===== config.mk =====
export PLATFORM = sky130hd
export DESIGN_NAME = occ_clk_scaler
export DESIGN_NICKNAME = d
export VERILOG_FILES = /design/src/rtl/clkscale_pkg.sv /design/src/rtl/stall_window.sv /design/src/rtl/rate_sequencer.sv /design/src/rtl/enable_divider.sv /design/src/rtl/occ_clk_scaler.sv
export SDC_FILE = /design/constraint.sdc
export NUM_CORES = 1
export LEC_CHECK = 0
export BUFFER_PORTS_ARGS = -buffer_cell sky130_fd_sc_hd__buf_2
export CAP_MARGIN = 20
export CORE_ASPECT_RATIO = 0.7
export CORE_UTILIZATION = 35
export DETAILED_ROUTE_END_ITERATION = 8
export HOLD_SLACK_MARGIN = 0.06
export MAX_ROUTING_LAYER = met4
export PLACE_DENSITY = 0.53
export SETUP_SLACK_MARGIN = 0.2
export SLEW_MARGIN = 25
export SYNTH_ARGS = -nofsm -noshare
export SYNTH_HDL_FRONTEND = slang
export SYNTH_SLANG_ARGS = --single-unit
export TNS_END_PERCENT = 20

===== constraint.sdc =====
create_clock -name clk -period 6.1 [get_ports clk]
set_input_delay 1.83 -clock clk [delete_from_list [all_inputs] [get_ports clk]]
set_output_delay 1.83 -clock clk [all_outputs]
set_load 0.05 [all_outputs]

===== src/rtl/clkscale_pkg.sv =====
package clkscale_pkg;

    typedef enum logic [1:0] {
        STEP_HOLD   = 2'd0,
        STEP_FASTER = 2'd1,
        STEP_SLOWER = 2'd2
    } step_e;

    typedef struct packed {
        logic  valid;
        step_e step;
    } verdict_t;

    typedef enum logic [1:0] {
        SEQ_IDLE       = 2'd0,
        SEQ_RAISE_WAIT = 2'd1,
        SEQ_LOWER_WAIT = 2'd2
    } seq_e;

    function automatic step_e pick_step(input logic fast_req, input logic slow_req);
        if (fast_req && !slow_req)      return STEP_FASTER;
        else if (slow_req && !fast_req) return STEP_SLOWER;
        else                            return STEP_HOLD;
    endfunction

endpackage


===== src/rtl/stall_window.sv =====
module stall_window
    import clkscale_pkg::*;
#(
    parameter int WINDOW = 64,
    parameter int UP_TH  = 16,
    parameter int DN_TH  = 16
) (
    input  logic     clk,
    input  logic     rst,
    input  logic     in_blocked,
    input  logic     out_blocked,
    output verdict_t verdict
);
    localparam int WW = $clog2(WINDOW);
    localparam int CW = $clog2(WINDOW + 1);

    logic [WW-1:0] win_q;
    logic [CW-1:0] in_q, out_q;
    logic [CW-1:0] in_tot, out_tot;
    logic          last_cyc;

    assign in_tot   = in_q + CW'(in_blocked);
    assign out_tot  = out_q + CW'(out_blocked);
    assign last_cyc = (win_q == WW'(WINDOW - 1));

    always_comb begin
        verdict.valid = last_cyc;
        verdict.step  = pick_step(in_tot > CW'(UP_TH), out_tot > CW'(DN_TH));
    end

    always_ff @(posedge clk) begin
        if (rst) begin
            win_q <= '0;
            in_q  <= '0;
            out_q <= '0;
        end else if (last_cyc) begin
            win_q <= '0;
            in_q  <= '0;
            out_q <= '0;
        end else begin
            win_q <= win_q + 1'b1;
            in_q  <= in_tot;
            out_q <= out_tot;
        end
    end

    // Counts restart with each window
    assert_window_clear_R2: assert property (@(posedge clk) disable iff (rst)
        (win_q == '0) |-> (in_q == '0 && out_q == '0));

    // A count cannot exceed the cycles elapsed in the window
    assert_count_bound_R2: assert property (@(posedge clk) disable iff (rst)
        (in_q <= CW'(win_q)) && (out_q <= CW'(win_q)));

endmodule


===== src/rtl/rate_sequencer.sv =====
module rate_sequencer
    import clkscale_pkg::*;
#(
    parameter int NUM_RATES = 4,
    parameter int SETTLE    = 8,
    localparam int RW = $clog2(NUM_RATES)
) (
    input  logic          clk,
    input  logic          rst,
    input  verdict_t      verdict,
    output logic [RW-1:0] div_idx,
    output logic [RW-1:0] volt_idx
);
    localparam int TW = $clog2(SETTLE);
    localparam logic [RW-1:0] SLOWEST = RW'(NUM_RATES - 1);

    seq_e          st_q;
    logic [TW-1:0] tmr_q;
    logic [RW-1:0] div_q, volt_q;

    always_ff @(posedge clk) begin
        if (rst) begin
            st_q   <= SEQ_IDLE;
            tmr_q  <= '0;
            div_q  <= '0;
            volt_q <= '0;
        end else begin
            case (st_q)
                SEQ_IDLE: begin
                    if (verdict.valid) begin
                        if (verdict.step == STEP_FASTER && div_q != '0) begin
                            volt_q <= div_q - 1'b1;
                            tmr_q  <= TW'(SETTLE - 1);
                            st_q   <= SEQ_RAISE_WAIT;
                        end else if (verdict.step == STEP_SLOWER && div_q != SLOWEST) begin
                            div_q  <= div_q + 1'b1;
                            tmr_q  <= TW'(SETTLE - 1);
                            st_q   <= SEQ_LOWER_WAIT;
                        end
                    end
                end
                SEQ_RAISE_WAIT: begin
                    if (tmr_q == '0) begin
                        div_q <= volt_q;
                        st_q  <= SEQ_IDLE;
                    end else begin
                        tmr_q <= tmr_q - 1'b1;
                    end
                end
                SEQ_LOWER_WAIT: begin
                    if (tmr_q == '0) begin
                        volt_q <= div_q;
                        st_q   <= SEQ_IDLE;
                    end else begin
                        tmr_q <= tmr_q - 1'b1;
                    end
                end
                default: st_q <= SEQ_IDLE;
            endcase
        end
    end

    assign div_idx  = div_q;
    assign volt_idx = volt_q;

    // Supply index never slower than the divider index
    assert_volt_covers_R9: assert property (@(posedge clk) disable iff (rst)
        volt_q <= div_q);

    // Divider moves by single steps and never wraps
    assert_single_step_R6: assert property (@(posedge clk) disable iff (rst)
        !$stable(div_q) |-> ((int'(div_q) == int'($past(div_q)) + 1) ||
                             (int'(div_q) == int'($past(div_q)) - 1)));

    // Speeding up: supply already raised when divider drops
    assert_raise_first_R7: assert property (@(posedge clk) disable iff (rst)
        (div_q < $past(div_q)) |-> $stable(volt_q));

    // Slowing down: divider already moved when supply drops
    assert_lower_last_R8: assert property (@(posedge clk) disable iff (rst)
        (volt_q > $past(volt_q)) |-> $stable(div_q));

endmodule


===== src/rtl/enable_divider.sv =====
module enable_divider #(
    parameter int NUM_RATES = 4,
    localparam int RW = $clog2(NUM_RATES)
) (
    input  logic          clk,
    input  logic          rst,
    input  logic [RW-1:0] sel,
    output logic          en
);
    localparam int CW = (NUM_RATES > 1) ? NUM_RATES - 1 : 1;

    logic [CW-1:0] cnt_q;
    logic [CW-1:0] mask;

    assign mask = (CW'(1) << sel) - CW'(1);
    assign en   = ((cnt_q & mask) == '0);

    always_ff @(posedge clk) begin
        if (rst) cnt_q <= '0;
        else     cnt_q <= cnt_q + 1'b1;
    end

    // At any reduced rate two pulses never touch
    assert_pulse_gap_R10: assert property (@(posedge clk) disable iff (rst)
        (en && sel != '0) |=> (!en || sel != $past(sel)));

endmodule


===== src/rtl/occ_clk_scaler.sv =====
module occ_clk_scaler
    import clkscale_pkg::*;
#(
    parameter int NUM_RATES = 4,
    parameter int WINDOW    = 64,
    parameter int UP_TH     = 16,
    parameter int DN_TH     = 16,
    parameter int SETTLE    = 8,
    localparam int RW = $clog2(NUM_RATES)
) (
    input  logic          clk,
    input  logic          rst,
    input  logic          in_blocked,
    input  logic          out_blocked,
    output logic          core_en,
    output logic [RW-1:0] div_sel,
    output logic [RW-1:0] vlevel
);
    verdict_t      verdict;
    logic [RW-1:0] div_idx, volt_idx;

    stall_window #(.WINDOW(WINDOW), .UP_TH(UP_TH), .DN_TH(DN_TH)) u_window (
        .clk         (clk),
        .rst         (rst),
        .in_blocked  (in_blocked),
        .out_blocked (out_blocked),
        .verdict     (verdict)
    );

    rate_sequencer #(.NUM_RATES(NUM_RATES), .SETTLE(SETTLE)) u_seq (
        .clk      (clk),
        .rst      (rst),
        .verdict  (verdict),
        .div_idx  (div_idx),
        .volt_idx (volt_idx)
    );

    enable_divider #(.NUM_RATES(NUM_RATES)) u_div (
        .clk (clk),
        .rst (rst),
        .sel (div_idx),
        .en  (core_en)
    );

    assign div_sel = div_idx;
    assign vlevel  = RW'(NUM_RATES - 1) - volt_idx;

    // Port-level pairing of supply code and rate
    assert_vlevel_floor_R9: assert property (@(posedge clk) disable iff (rst)
        vlevel >= (RW'(NUM_RATES - 1) - div_sel));

    // Full rate means an enable in every cycle
    assert_full_rate_R10: assert property (@(posedge clk) disable iff (rst)
        (div_sel == '0) |-> core_en);

endmodule


# Yosys cells after proc, flatten, opt, wreduce, memory -nomap -nowiden
# Cells that the tools add are included.
# W data, S select, Z words.
# op_classes
add_sub_neg	9
n_mux	21
eq_ne	15
n_shift	1
n_lt_le_gt_ge	2
bitwise_logic	1
reduce_logical	19
# ops
op	count
$mux W2	13
$add A7 B1 Y7	2
$gt A7 B5 Y1 const B	2
$mux W3	4
$pmux W2 S2	3
$ne A2 B1 Y1 const B	5
$ne A2 B2 Y1 const B	4
$reduce_and A4 Y1	2
$reduce_bool A2 Y1	4
$add A6 B1 Y6 const B	1
$eq A6 B6 Y1 const B	1
$logic_not A3 Y1	2
$pmux W3 S2	1
$reduce_and A5 Y1	1
$eq A2 B1 Y1 const B	2
$eq A2 B2 Y1 const B	2
$logic_and A1 B1 Y1	4
$reduce_or A2 Y1	2
$add A3 B1 Y3 const B	1
$and A3 B3 Y3	1
$ne A3 B1 Y1 const B	1
$reduce_and A3 Y1	1
$shl A1 B2 Y3 const A	1
$sub A3 B1 Y3 const B	1
6 further kinds	7
# word_totals
wordCells	76
out_inout_bits	5
ff_bits	32
inputBits	4

# Logic depth before layout (Yosys ltp)
# depth
ltp_word	12
depth_mapped	9
mapped_depth_nobuf	8

# By module
# Synthesis repeated with hierarchy kept, for this count alone.
# unflattened
cells_unflattened	177
hier_area_um2	1652.8
# modules_own_cells
mod	area_each_um2	seq_area_each_um2	cells_per_inst	instances
stall_window	829.5	400.4	89	1
rate_sequencer	701.9	180.2	75	1
enable_divider	113.9	60.1	11	1
occ_clk_scaler	7.5	0.0	2	1

# Worst setup path after synthesis
# Ideal clock, no wire load.
# synth_timing
path_type	reg-to-output
start	register u_seq.div_q[0] (netlist: u_seq.div_idx[0])
end	output core_en
arrival_ns	2.138
slack_ns	2.132
t_required_ns	4.270
n_path_buf	0
path_stages_with_launch	6
path_cell_list	dfxtp_1 -> inv_1 -> ha_1 -> nand3_1 -> o21ai_0 -> a21oi_1
# synth_via
elab_chain_len	4
# synth_rtl
item	line_no	rtl
start, declared	rate_sequencer.sv:19	logic [RW-1:0] div_q, volt_q;
start signal, assigned	rate_sequencer.sv:36	div_q <= div_q + 1'b1;
start signal, assigned	rate_sequencer.sv:44	div_q <= volt_q;
$shl A1 B2 Y3	enable_divider.sv:15	assign mask = (CW'(1) << sel) - CW'(1);
$sub A3 B2 Y3	enable_divider.sv:15	
$and A3 B3 Y3	enable_divider.sv:16	assign en = ((cnt_q & mask) == '0);
$logic_not A3 Y1	enable_divider.sv:16	
end, declared	occ_clk_scaler.sv:15	output logic core_en,
# Every way passes these cells.

# Worst setup path after layout
# layout_timing
start	input out_blocked
end	register u_seq.tmr_q[2]
# layout_via
elab_chain_len	10
word_cells_on_any_way	16
cone_classes	add/sub (1); order compare (1); eq/ne (3); mux (5); reduce/logical (6)
# layout_rtl
item	line_no	rtl
start, declared	occ_clk_scaler.sv:14	input logic out_blocked,
$add A7 B1 Y7 (*)	stall_window.sv:23	assign out_tot = out_q + CW'(out_blocked);
$gt A7 B5 Y1 (*)	stall_window.sv:28	verdict.step = pick_step(in_tot > CW'(UP_TH), out_tot > CW'(DN_TH));
$logic_and A1 B1 Y1 or $logic_not A1 Y1 (tied branches)	clkscale_pkg.sv:22, clkscale_pkg.sv:21	
$mux W2 or $logic_and A1 B1 Y1 (tied branches)	clkscale_pkg.sv:22, clkscale_pkg.sv:21	
$mux W2 (*)	clkscale_pkg.sv:21	if (fast_req && !slow_req) return STEP_FASTER;
$eq A2 B1 Y1	rate_sequencer.sv:31	if (verdict.step == STEP_FASTER && div_q != '0) begin
$logic_and A1 B1 Y1	rate_sequencer.sv:31	
$mux W3	rate_sequencer.sv:31	
$mux W3	rate_sequencer.sv:30	if (verdict.valid) begin
$pmux W3 S2	rate_sequencer.sv:28	case (st_q)
end signal, assigned	rate_sequencer.sv:33	tmr_q <= TW'(SETTLE - 1);
end signal, assigned	rate_sequencer.sv:37	tmr_q <= TW'(SETTLE - 1);
end signal, assigned	rate_sequencer.sv:47	tmr_q <= tmr_q - 1'b1;
end, declared	rate_sequencer.sv:18	logic [TW-1:0] tmr_q;
# Every way passes the cells marked *; elsewhere a longest branch is shown, timed or not. The select of a mux whose other input is x is not followed.
# A chain may end at the register's enable or synchronous reset.

==> results.ini <==
[clock_network]
cts_tree = built
cts_buffer_depth = 2
post_cts_resize_count = 0
post_cts.repair.setup_buffers = 0
h-tree-depth = 2
cts_root_buf = clkbuf_8
ctsHoldBuffers = 0
clk_pin_slew_ns = 0.07
clock_latency_ns = 0.28
clock_sinks = 32
cts_buffers = 5

[floorplanning]
rows = 21
die_area_mm2 = 0.005557
coreArea_mm2 = 0.004913
fp.dieW_um = 88.68
initial_core_util = 0.3746
ios = 9
die_y_um = 62.67

[placement]
dpl.hpwl_um = 2757
gp_congestion = 0.7734
place_ws_ns = 1.930
placed_cell_area_mm2 = 0.001943
numPortBuffers = 8

[yosys]
yosysTopAreaCell = dfxtp_1
synth_warnings = 0
yosysMostFrequentCell = dfxtp_1
ys_seq_area_frac = 0.3481
syn_nets = 233
ys_top_cells_by_count = dfxtp_1, nor2_1, ha_1, nand2_1, inv_1
synth.distinct_cells = 46
ys_top_cells_by_area = dfxtp_1, ha_1, nor2_1, xnor2_1, xor2_1
ys.flop_type = dfxtp_1
post_synth.cell_area_avg_um2 = 8.601
synthArstFlopShare = 0
ys_ff_latch = 32
synth_edf_count = 0
synth_top_area_share = 0.3481
syn_inst = 214
synth.cell_area_mm2 = 0.001841

[hold_path]
hold_depth = 1
hp-class = flip-flop to flip-flop

[timing]
rsz0062_at_grt = no
relSlewSlack = 0.6501
whs_ns = 0.4522
worst_slew_pin_slew_ns = 0.5201
max_freq_mhz = 256.0
fin_crit_sh = 0.6405
finalSetupTns_ns = 0
finalMaxSlewViolations = 0
hold_viol = 0
skew_ns = 0.007009
fin_crit_ns = 3.907
setup_viol = 0
setup_slack_ns = 2.193

[worst_setup_path]
worstSetupStartpointType = input pin
path_max_fanout = 5
end_kind = flip-flop
cp.arrival_ns = 4.08
crit_required_ns = 6.27
critPathKind = input pin to flip-flop
reg2regPathDepth = 8

[finish]
drive_above_1_share = 0.1018
regArea_um2 = 640.6
num-fill-cells = 516
n_antenna_cell = 0
fin_area_mm2 = 0.002033
syn_to_final_growth_pct = 10.47
nets = 244
multi_input_area_mm2 = 0.001127

[status]
status = finished, final reports clean

[power]
total_power_uw = 411.7
p_leak_nw = 0.7672
pwr_density_cell_mw_per_mm2 = 202.5
max-vdd-ir-drop_v = 0.00009575

[drt]
ant_nets = 0
wl_per_cell_um = 12.90
viasPerCell = 5.044
post-route-drc-count = 0
drt-pass1-iter-count = 4
dr_total_vias = 1488
first_iter_violations = 55
detail_route.wirelength_um = 3805

[global_routing]
grt_pass1_vias = 1377
overflow = 0
grt_max_degree = 16
grt_pass1_wl_um = 6679
gr-usage-all-layers = 0.1600
antenna_found_initial = 0

[run]
cap_viol_max_count = 0

## cell usage in the layout (no fill, tap or decap), types with 4 or more instances in the layout
master	synthesis	layout
xnor2_1	9	9
inv_1	13	13
ha_1	15	15
a211oi_1	4	4
nor2_1	29	29
nand2_1	14	14
a21oi_1	12	12
clkbuf_8	0	6
nand3_1	9	9
nand2b_1	4	4
dfxtp_1	32	32
and3_1	7	7
buf_2	1	8
o21ai_0	8	8
xor2_1	9	9
## metrics by stage
step | instances | utilization
floorplan | 214 | -
detailed placement | 287 | 0.3955
finish | 295 | 0.4138
global route | 295 | 0.4138
global placement | 287 | 0.3955
CTS | 295 | 0.4138
## flip-flops by register name, indices dropped and copies added (netlist names)
register        cells
u_div.cnt_q         3
u_seq.div_idx       2
u_seq.st_q          2
u_seq.tmr_q         3
u_seq.volt_idx      2
u_window.in_q       7
u_window.out_q      7
u_window.win_q      6
## logic make-up after synthesis
group	count (synthesis)	synth area share
AO/OA/AOI/OAI	46	0.1815
XOR/XNOR	18	0.08566
adder cells (fa/ha/maj)	15	0.1020
buffers and inverters	17	0.03943
flip-flops	32	0.3481
multiplexers	3	0.01700
AND/OR/NAND/NOR	83	0.2264
## critical path, stage by stage
cell and delay [ns]:
buf_2 0.10, ha_1 0.24, ha_1 0.27, xor2_1 0.18, or4_4 0.43, a22o_4 0.25, o31ai_4 0.36, o21ai_0 0.15
a32o_1 0.27
## final cells by class
type	count	share of cell area
inverters	13	0.02400
multi-input cells	165	0.5545
repair buffers	8	0.01969
well taps	69	0.04246
clock buffers	8	0.04431
flip-flops and latches	32	0.3151
## routing by layer
metal / GRT usage / up-vias / part of all wire
met4: 0.03629 / 0 / 0.0084
met3: 0.04359 / 4 / 0.035
met5: - / - / 0
met2: 0.2192 / 21 / 0.39
met1: 0.2308 / 683 / 0.57
li1: - / 780 / -
## final timing paths
kind,startpoint,slack [ns],end
setup reg to reg,u_window.out_q[0]$_SDFF_PP0_,3.55,u_seq.tmr_q[2]$_SDFFE_PP0P_
hold / removal,u_div.cnt_q[0]$_SDFF_PP0_,0.45,u_div.cnt_q[0]$_SDFF_PP0_
setup / recovery,out_blocked,2.19,u_seq.tmr_q[2]$_SDFFE_PP0P_
hold reg to reg,u_div.cnt_q[0]$_SDFF_PP0_,0.45,u_div.cnt_q[0]$_SDFF_PP0_
## power breakdown
group / total [mW] / internal [mW] / leakage, nW / switching, mW
Combinational: 0.0233 / 0.0105 / 0.462 / 0.0129
Clock: 0.169 / 0.0920 / 0.0455 / 0.0767
Sequential: 0.220 / 0.215 / 0.260 / 0.00455
Note: power is estimated with default switching activity, not from simulation.
